==> src/rtl/pe_mult_tpg.sv <==
module pe_mult_tpg #(
  parameter int OP_W     = 18,
  parameter int WIDE_G   = 4,
  parameter int NARROW_G = 3
) (
  input  logic            clk,
  input  logic            rst_n,
  input  logic            start,
  input  logic            grp3,
  input  logic            lfsr_en,
  output logic [OP_W-1:0] op_a,
  output logic [OP_W-1:0] op_b,
  output logic            vec_valid,
  output logic            done
);

  localparam int SEQ_W = 2 * WIDE_G;
  localparam int NW    = 2 * NARROW_G;
  localparam logic [SEQ_W-1:0] LAST_W = '1;
  localparam logic [SEQ_W-1:0] LAST_N = SEQ_W'((1 << NW) - 1);
  localparam logic [SEQ_W-1:0] TAP_W  = 8'hB8;
  localparam logic [NW-1:0]    TAP_N  = 6'h30;

  logic             running, done_q, g3_q, lf_q;
  logic [SEQ_W-1:0] seq, idx;

  wire [SEQ_W-1:0] last  = g3_q ? LAST_N : LAST_W;
  wire [SEQ_W-1:0] nxt_w = {seq[SEQ_W-2:0], ^(seq & TAP_W)};
  wire [SEQ_W-1:0] nxt_n = {{(SEQ_W-NW){1'b0}}, seq[NW-2:0], ^(seq[NW-1:0] & TAP_N)};
  wire [SEQ_W-1:0] nxt_l = (seq == '0) ? SEQ_W'(1) : (g3_q ? nxt_n : nxt_w);
  wire [SEQ_W-1:0] step  = lf_q ? nxt_l : seq + 1'b1;

  always_ff @(posedge clk) begin
    if (!rst_n) begin
      running <= 1'b0;
      done_q  <= 1'b0;
      g3_q    <= 1'b0;
      lf_q    <= 1'b0;
      seq     <= '0;
      idx     <= '0;
    end else if (start && !running) begin
      running <= 1'b1;
      done_q  <= 1'b0;
      g3_q    <= grp3;
      lf_q    <= lfsr_en;
      seq     <= '0;
      idx     <= '0;
    end else if (running) begin
      if (idx == last) begin
        running <= 1'b0;
        done_q  <= 1'b1;
      end else begin
        idx <= idx + 1'b1;
        seq <= step;
      end
    end
  end

  for (genvar i = 0; i < OP_W; i++) begin : g_tile
    assign op_a[i] = g3_q ? seq[i % NARROW_G] : seq[i % WIDE_G];
    assign op_b[i] = g3_q ? seq[NARROW_G + i % NARROW_G] : seq[WIDE_G + i % WIDE_G];
  end

  assign vec_valid = running;
  assign done      = done_q;

  a_r6_excl: assert property (@(posedge clk) disable iff (!rst_n) !(vec_valid && done));
  a_r2_first_zero: assert property (@(posedge clk) disable iff (!rst_n)
    (start && !vec_valid) |=> (vec_valid && op_a == '0 && op_b == '0));
  a_r5_no_gap: assert property (@(posedge clk) disable iff (!rst_n)
    vec_valid |=> (vec_valid || done));
  a_r6_done_sticky: assert property (@(posedge clk) disable iff (!rst_n)
    (done && !start) |=> done);
  a_r7_no_restart: assert property (@(posedge clk) disable iff (!rst_n)
    (vec_valid && start) |=> (done || op_a != '0 || op_b != '0));

endmodule

==> config.mk <==
export PLATFORM = sky130hd
export DESIGN_NAME = pe_mult_tpg
export DESIGN_NICKNAME = d
export VERILOG_FILES = /design/src/rtl/pe_mult_tpg.sv
export SDC_FILE = /design/constraint.sdc
export NUM_CORES = 1
export LEC_CHECK = 0
export BUFFER_PORTS_ARGS = -buffer_cell sky130_fd_sc_hd__buf_2
export CELL_PAD_IN_SITES_DETAIL_PLACEMENT = 0
export CELL_PAD_IN_SITES_GLOBAL_PLACEMENT = 1
export CORE_MARGIN = 8
export CORE_UTILIZATION = 35
export CTS_BUF_LIST = sky130_fd_sc_hd__clkbuf_4
export CTS_CLUSTER_SIZE = 14
export DETAILED_ROUTE_END_ITERATION = 10
export PLACE_DENSITY_LB_ADDON = 0.1
export SLEW_MARGIN = 30
export SYNTH_ARGS = -nofsm -noshare
export SYNTH_HDL_FRONTEND = slang
export SYNTH_SLANG_ARGS = --single-unit
==> constraint.sdc <==
create_clock -name clk -period 2.8 [get_ports clk]
set_input_delay 0.14 -clock clk [delete_from_list [all_inputs] [get_ports clk]]
set_output_delay 0.14 -clock clk [all_outputs]
set_load 0.005 [all_outputs]
# After elaboration in Yosys (flattened, before gate mapping)

Index checks and enable logic that the tools add are counted.

Add/sub/neg operators: 2
Equal/unequal tests: 1
Multiplexer cells: 26
Bitwise operators: 2
Reductions and logical operators: 8

Operators with widths:

| operator                                                       | count |
|---|---|
| 8-bit 2-to-1 mux                                               | 4 |
| 1-bit 2-to-1 mux                                               | 22 |
| 8-bit by 1-bit adder with 8-bit output (second input constant) | 2 |
| 8-bit == test                                                  | 1 |
| 8-bit logical NOT                                              | 1 |
| 8-bit parity                                                   | 1 |
| 6-bit parity                                                   | 1 |
| 2-bit AND reduction                                            | 2 |
| 1-bit NOT                                                      | 2 |
| 2-bit OR reduction                                             | 1 |
| 1-bit logical AND                                              | 1 |
| 1-bit logical NOT                                              | 1 |

Flip-flop bits (word level): 20
Input bits: 5
Logic and storage cells: 45

# Logic depth before layout (Yosys ltp)

Depth after elaboration: 5
Mapped depth: 7
Mapped depth without buffers: 6

# Worst setup path after synthesis

No wires, ideal clock.

Path kind: register to register
From: reg seq[4]
To: reg seq[0]
Arrival: 1.412 ns
Required time: 2.726 ns
Path slack: 1.314 ns
Cell stages (with the launch flop): 7
Path buffers: 1
Clock period less this slack: 1.486 ns
Cells stage by stage: dfxtp_1 -> clkbuf_1 -> inv_1 -> ha_1 -> o31ai_1 -> o211ai_1 -> a31oi_1

Longest elaborated chain between the ends: 4
Elaborated cells on any way between the ends: 6
Classes of those cells: 3 x mux; 3 x reduce/logical

RTL lines:

| what                                         | RTL line | source |
|---|---|---|
| from (decl)                                  | 25       | `logic [SEQ_W-1:0] seq, idx;` |
| from (signal assigned)                       | 54       | `seq <= step;` |
| 8-bit parity or 6-bit parity (tied branches) | 28, 29   |  |
| 8-bit 2-to-1 mux                             | 30       | `wire [SEQ_W-1:0] nxt_l = (seq == '0) ? SEQ_W'(1) : (g3_q ? nxt_n : nxt_w);` |
| 8-bit 2-to-1 mux *                           | 30       |  |
| 8-bit 2-to-1 mux *                           | 31       | `wire [SEQ_W-1:0] step = lf_q ? nxt_l : seq + 1'b1;` |

Every way passes the cells marked *; elsewhere a longest branch is shown, timed or not.
A chain may end at the register's enable or synchronous reset.

# Final worst setup path

From: reg g3_q
To: reg seq[0]

Longest elaborated chain between the ends: 4
Elaborated cells on any way between the ends: 7
Classes of those cells: 1 x eq/ne; 4 x mux; 1 x bitwise; 1 x reduce/logical

RTL lines:

| what                          | RTL line | source |
|---|---|---|
| from (decl)                   | 24       | `logic running, done_q, g3_q, lf_q;` |
| from (signal assigned)        | 44       | `g3_q <= grp3;` |
| 8-bit 2-to-1 mux              | 27       | `wire [SEQ_W-1:0] last = g3_q ? LAST_N : LAST_W;` |
| 8-bit == test                 | 49       | `if (idx == last) begin` |
| 1-bit NOT (no line)           | -        |  |
| 2-bit AND reduction (no line) | -        |  |

Several ways; a longest one is shown, not always the timed one.

==> results.toml <==
[status]
status = "completed"

[clocking]
root_buffer = "clkbuf_4"
clk_pin_slew_ns = 0.12
cts_resized = 0
cts_tree = "done"
cts_buffer_depth = 2
numCtsBuffers = 3
h-tree-depth = 1
clock-sinks = 20
post-cts-setup-buffer-count = 0
hold_buffers = 0
clk_latency_ns = 0.30

[synthesis]
synth_cells = 189
synth_edf_count = 0
synth_area_um2 = 1410
synth.ff_latch_count = 20
synth_common_cells = "nand2_1, dfxtp_1, buf_4, nor2_1, nand2b_1"
syn_nets = 199
ys_seq_area_share_pct = 28.4
yosysMostFrequentCell = "nand2_1"
synthTopCellsByArea = "dfxtp_1, nand2_1, buf_4"
ys_warn_count = 0
synth-main-ff-cell = "dfxtp_1"
synth_top_area_share_pct = 28.4
yosysTopAreaCell = "dfxtp_1"
synth-async-reset-ratio_pct = 0
yosysUniqueCellTypes = 41
avgSynthCellArea_um2 = 7.45

[layout]
syn_to_final_growth_pct = 9.07
layout.cells.non_filler = 258
ff_latch_area_um2 = 400
multi_input_area_um2 = 806
fillers = 444
utilization_pct = 38.9
drive_gt1_share_pct = 25.0
antenna_cells = 0
stdcell_area_um2 = 1540
fin_nets = 219

[sta]
maxSlewHeadroom_pct = 57.9
hold_slack_ns = 0.0820
final_hold_viol_count = 0
slew_violations = 0
fmax_mhz = 530
fin_crit_sh_pct = 67.4
timing.final.ws_setup_ns = 0.912
period_needed_ns = 1.89
setup_tns_ns = 0
skew_ns = 0.00313
tightest_slew_ns = 0.631
setup_viol = 0
rsz0062_at_grt = "no"

[power]
vdd_drop_max_v = 0.000176
power_uw = 527
powerDensity_nw_per_um2 = 343
p_leak_nw = 0.795

[critical_path]
critPathMaxFanout = 21
crit_path_start_kind = "flop"
worstPathArrival_ns = 2.11
reg2reg_depth = 6
crit_path_end_kind = "flop"
worst-setup-path-type = "flop to flop"
cp.required_ns = 3.02

[detailed_routing]
drc = 0
drtIter0Drc = 60
antenna_left = 0
routed_wl_um = 3530
drtPass1Iterations = 4
wl_per_cell_um = 13.7
via_per_inst = 5.05
vias = 1304

[die]
core_area_um2 = 3940
start_util_pct = 35.7
row_count = 23
io-pin-count = 43
die_y_um = 79.4
dieArea_um2 = 6310
die_x_um = 79.4

[placement]
dpl_cell_area_um2 = 1510
portBuffers = 42
hpwl_um = 2670
place_congestion = 0.753
place_worst_setup_slack_ns = 0.931
placed_cells = 254

[global_route]
grt_usage_pct = 10.7
grt_pass1_wl_um = 5700
grt_start_max_net_pins = 22
grt_pass1_vias = 1224
antenna_found_initial = 0
overflow = 0

[worst_hold_path]
hold_path_class = "input pin to flop"
hold_depth = 3

[job]
cap_violations = 0
[sequential cells by signal, indices dropped and copies added (netlist names)]
| name | flops |
|---|---|
| lf_q | 1 |
| g3_q | 1 |
| vec_valid | 1 |
| idx | 8 |
| seq | 8 |
| done | 1 |
[worst max-delay path: stages, from the launching register on]
cell and delay (ns):
dfxtp_1 0.33, buf_4 0.20, and3b_4 0.24, o2111ai_4 0.31, nand2_2 0.23, or3_1 0.36, a31oi_1 0.15
[power breakdown]
group / total, mW / internal, mW / switching [mW]
sequential: 0.307 / 0.291 / 0.0156
clock: 0.143 / 0.0518 / 0.0908
combinational: 0.0778 / 0.0334 / 0.0444
total: 0.527 / 0.376 / 0.151
[path summary, 6_finish.rpt]
path / from / slack (ns) / endpoint
max: g3_q$_SDFFE_PN0P_ / 0.91 / seq[0]$_SDFFE_PP0P_
min reg2reg: done$_SDFFE_PP0P_ / 0.46 / done$_SDFFE_PP0P_
max reg2reg: g3_q$_SDFFE_PN0P_ / 0.91 / seq[0]$_SDFFE_PP0P_
min: lfsr_en / 0.08 / lf_q$_SDFFE_PN0P_
[placed cells by master, fill, tap and decap left out, drive strengths merged, types with 7 or more instances in the layout]
cell type / netlist / final
nand2: 38 / 38
and3: 7 / 7
buf: 20 / 43
nor2: 15 / 15
dfxtp: 20 / 20
nand2b: 9 / 9
[per-layer routing]
metal / wire (um) / GRT usage [%] / part of all wire, %
met5: 0 / 0 / 0
met4: 25 / 3.33 / 0.71
met3: 296 / 2.82 / 8.4
met2: 1660 / 18.5 / 47
met1: 1550 / 12.6 / 44
[cell type report]
| cell class | count | area share [%] |
|---|---|---|
| clock inverters | 1 | 0.244 |
| flip-flops and latches | 20 | 26.1 |
| repair buffers | 43 | 14.2 |
| clock buffers | 3 | 1.47 |
| multi-input cells | 135 | 52.5 |
| inverters | 6 | 1.47 |
| well taps | 50 | 4.07 |
[cell families after synthesis]
| logic type | synth area share [%] |
|---|---|
| compound gates | 16.7 |
| fa+ha+maj | 4.44 |
| buf+inv | 14.3 |
| xor+xnor | 4.98 |
| flops | 28.4 |
| simple gates | 31.1 |
Note: power is estimated with default switching activity, not from simulation.
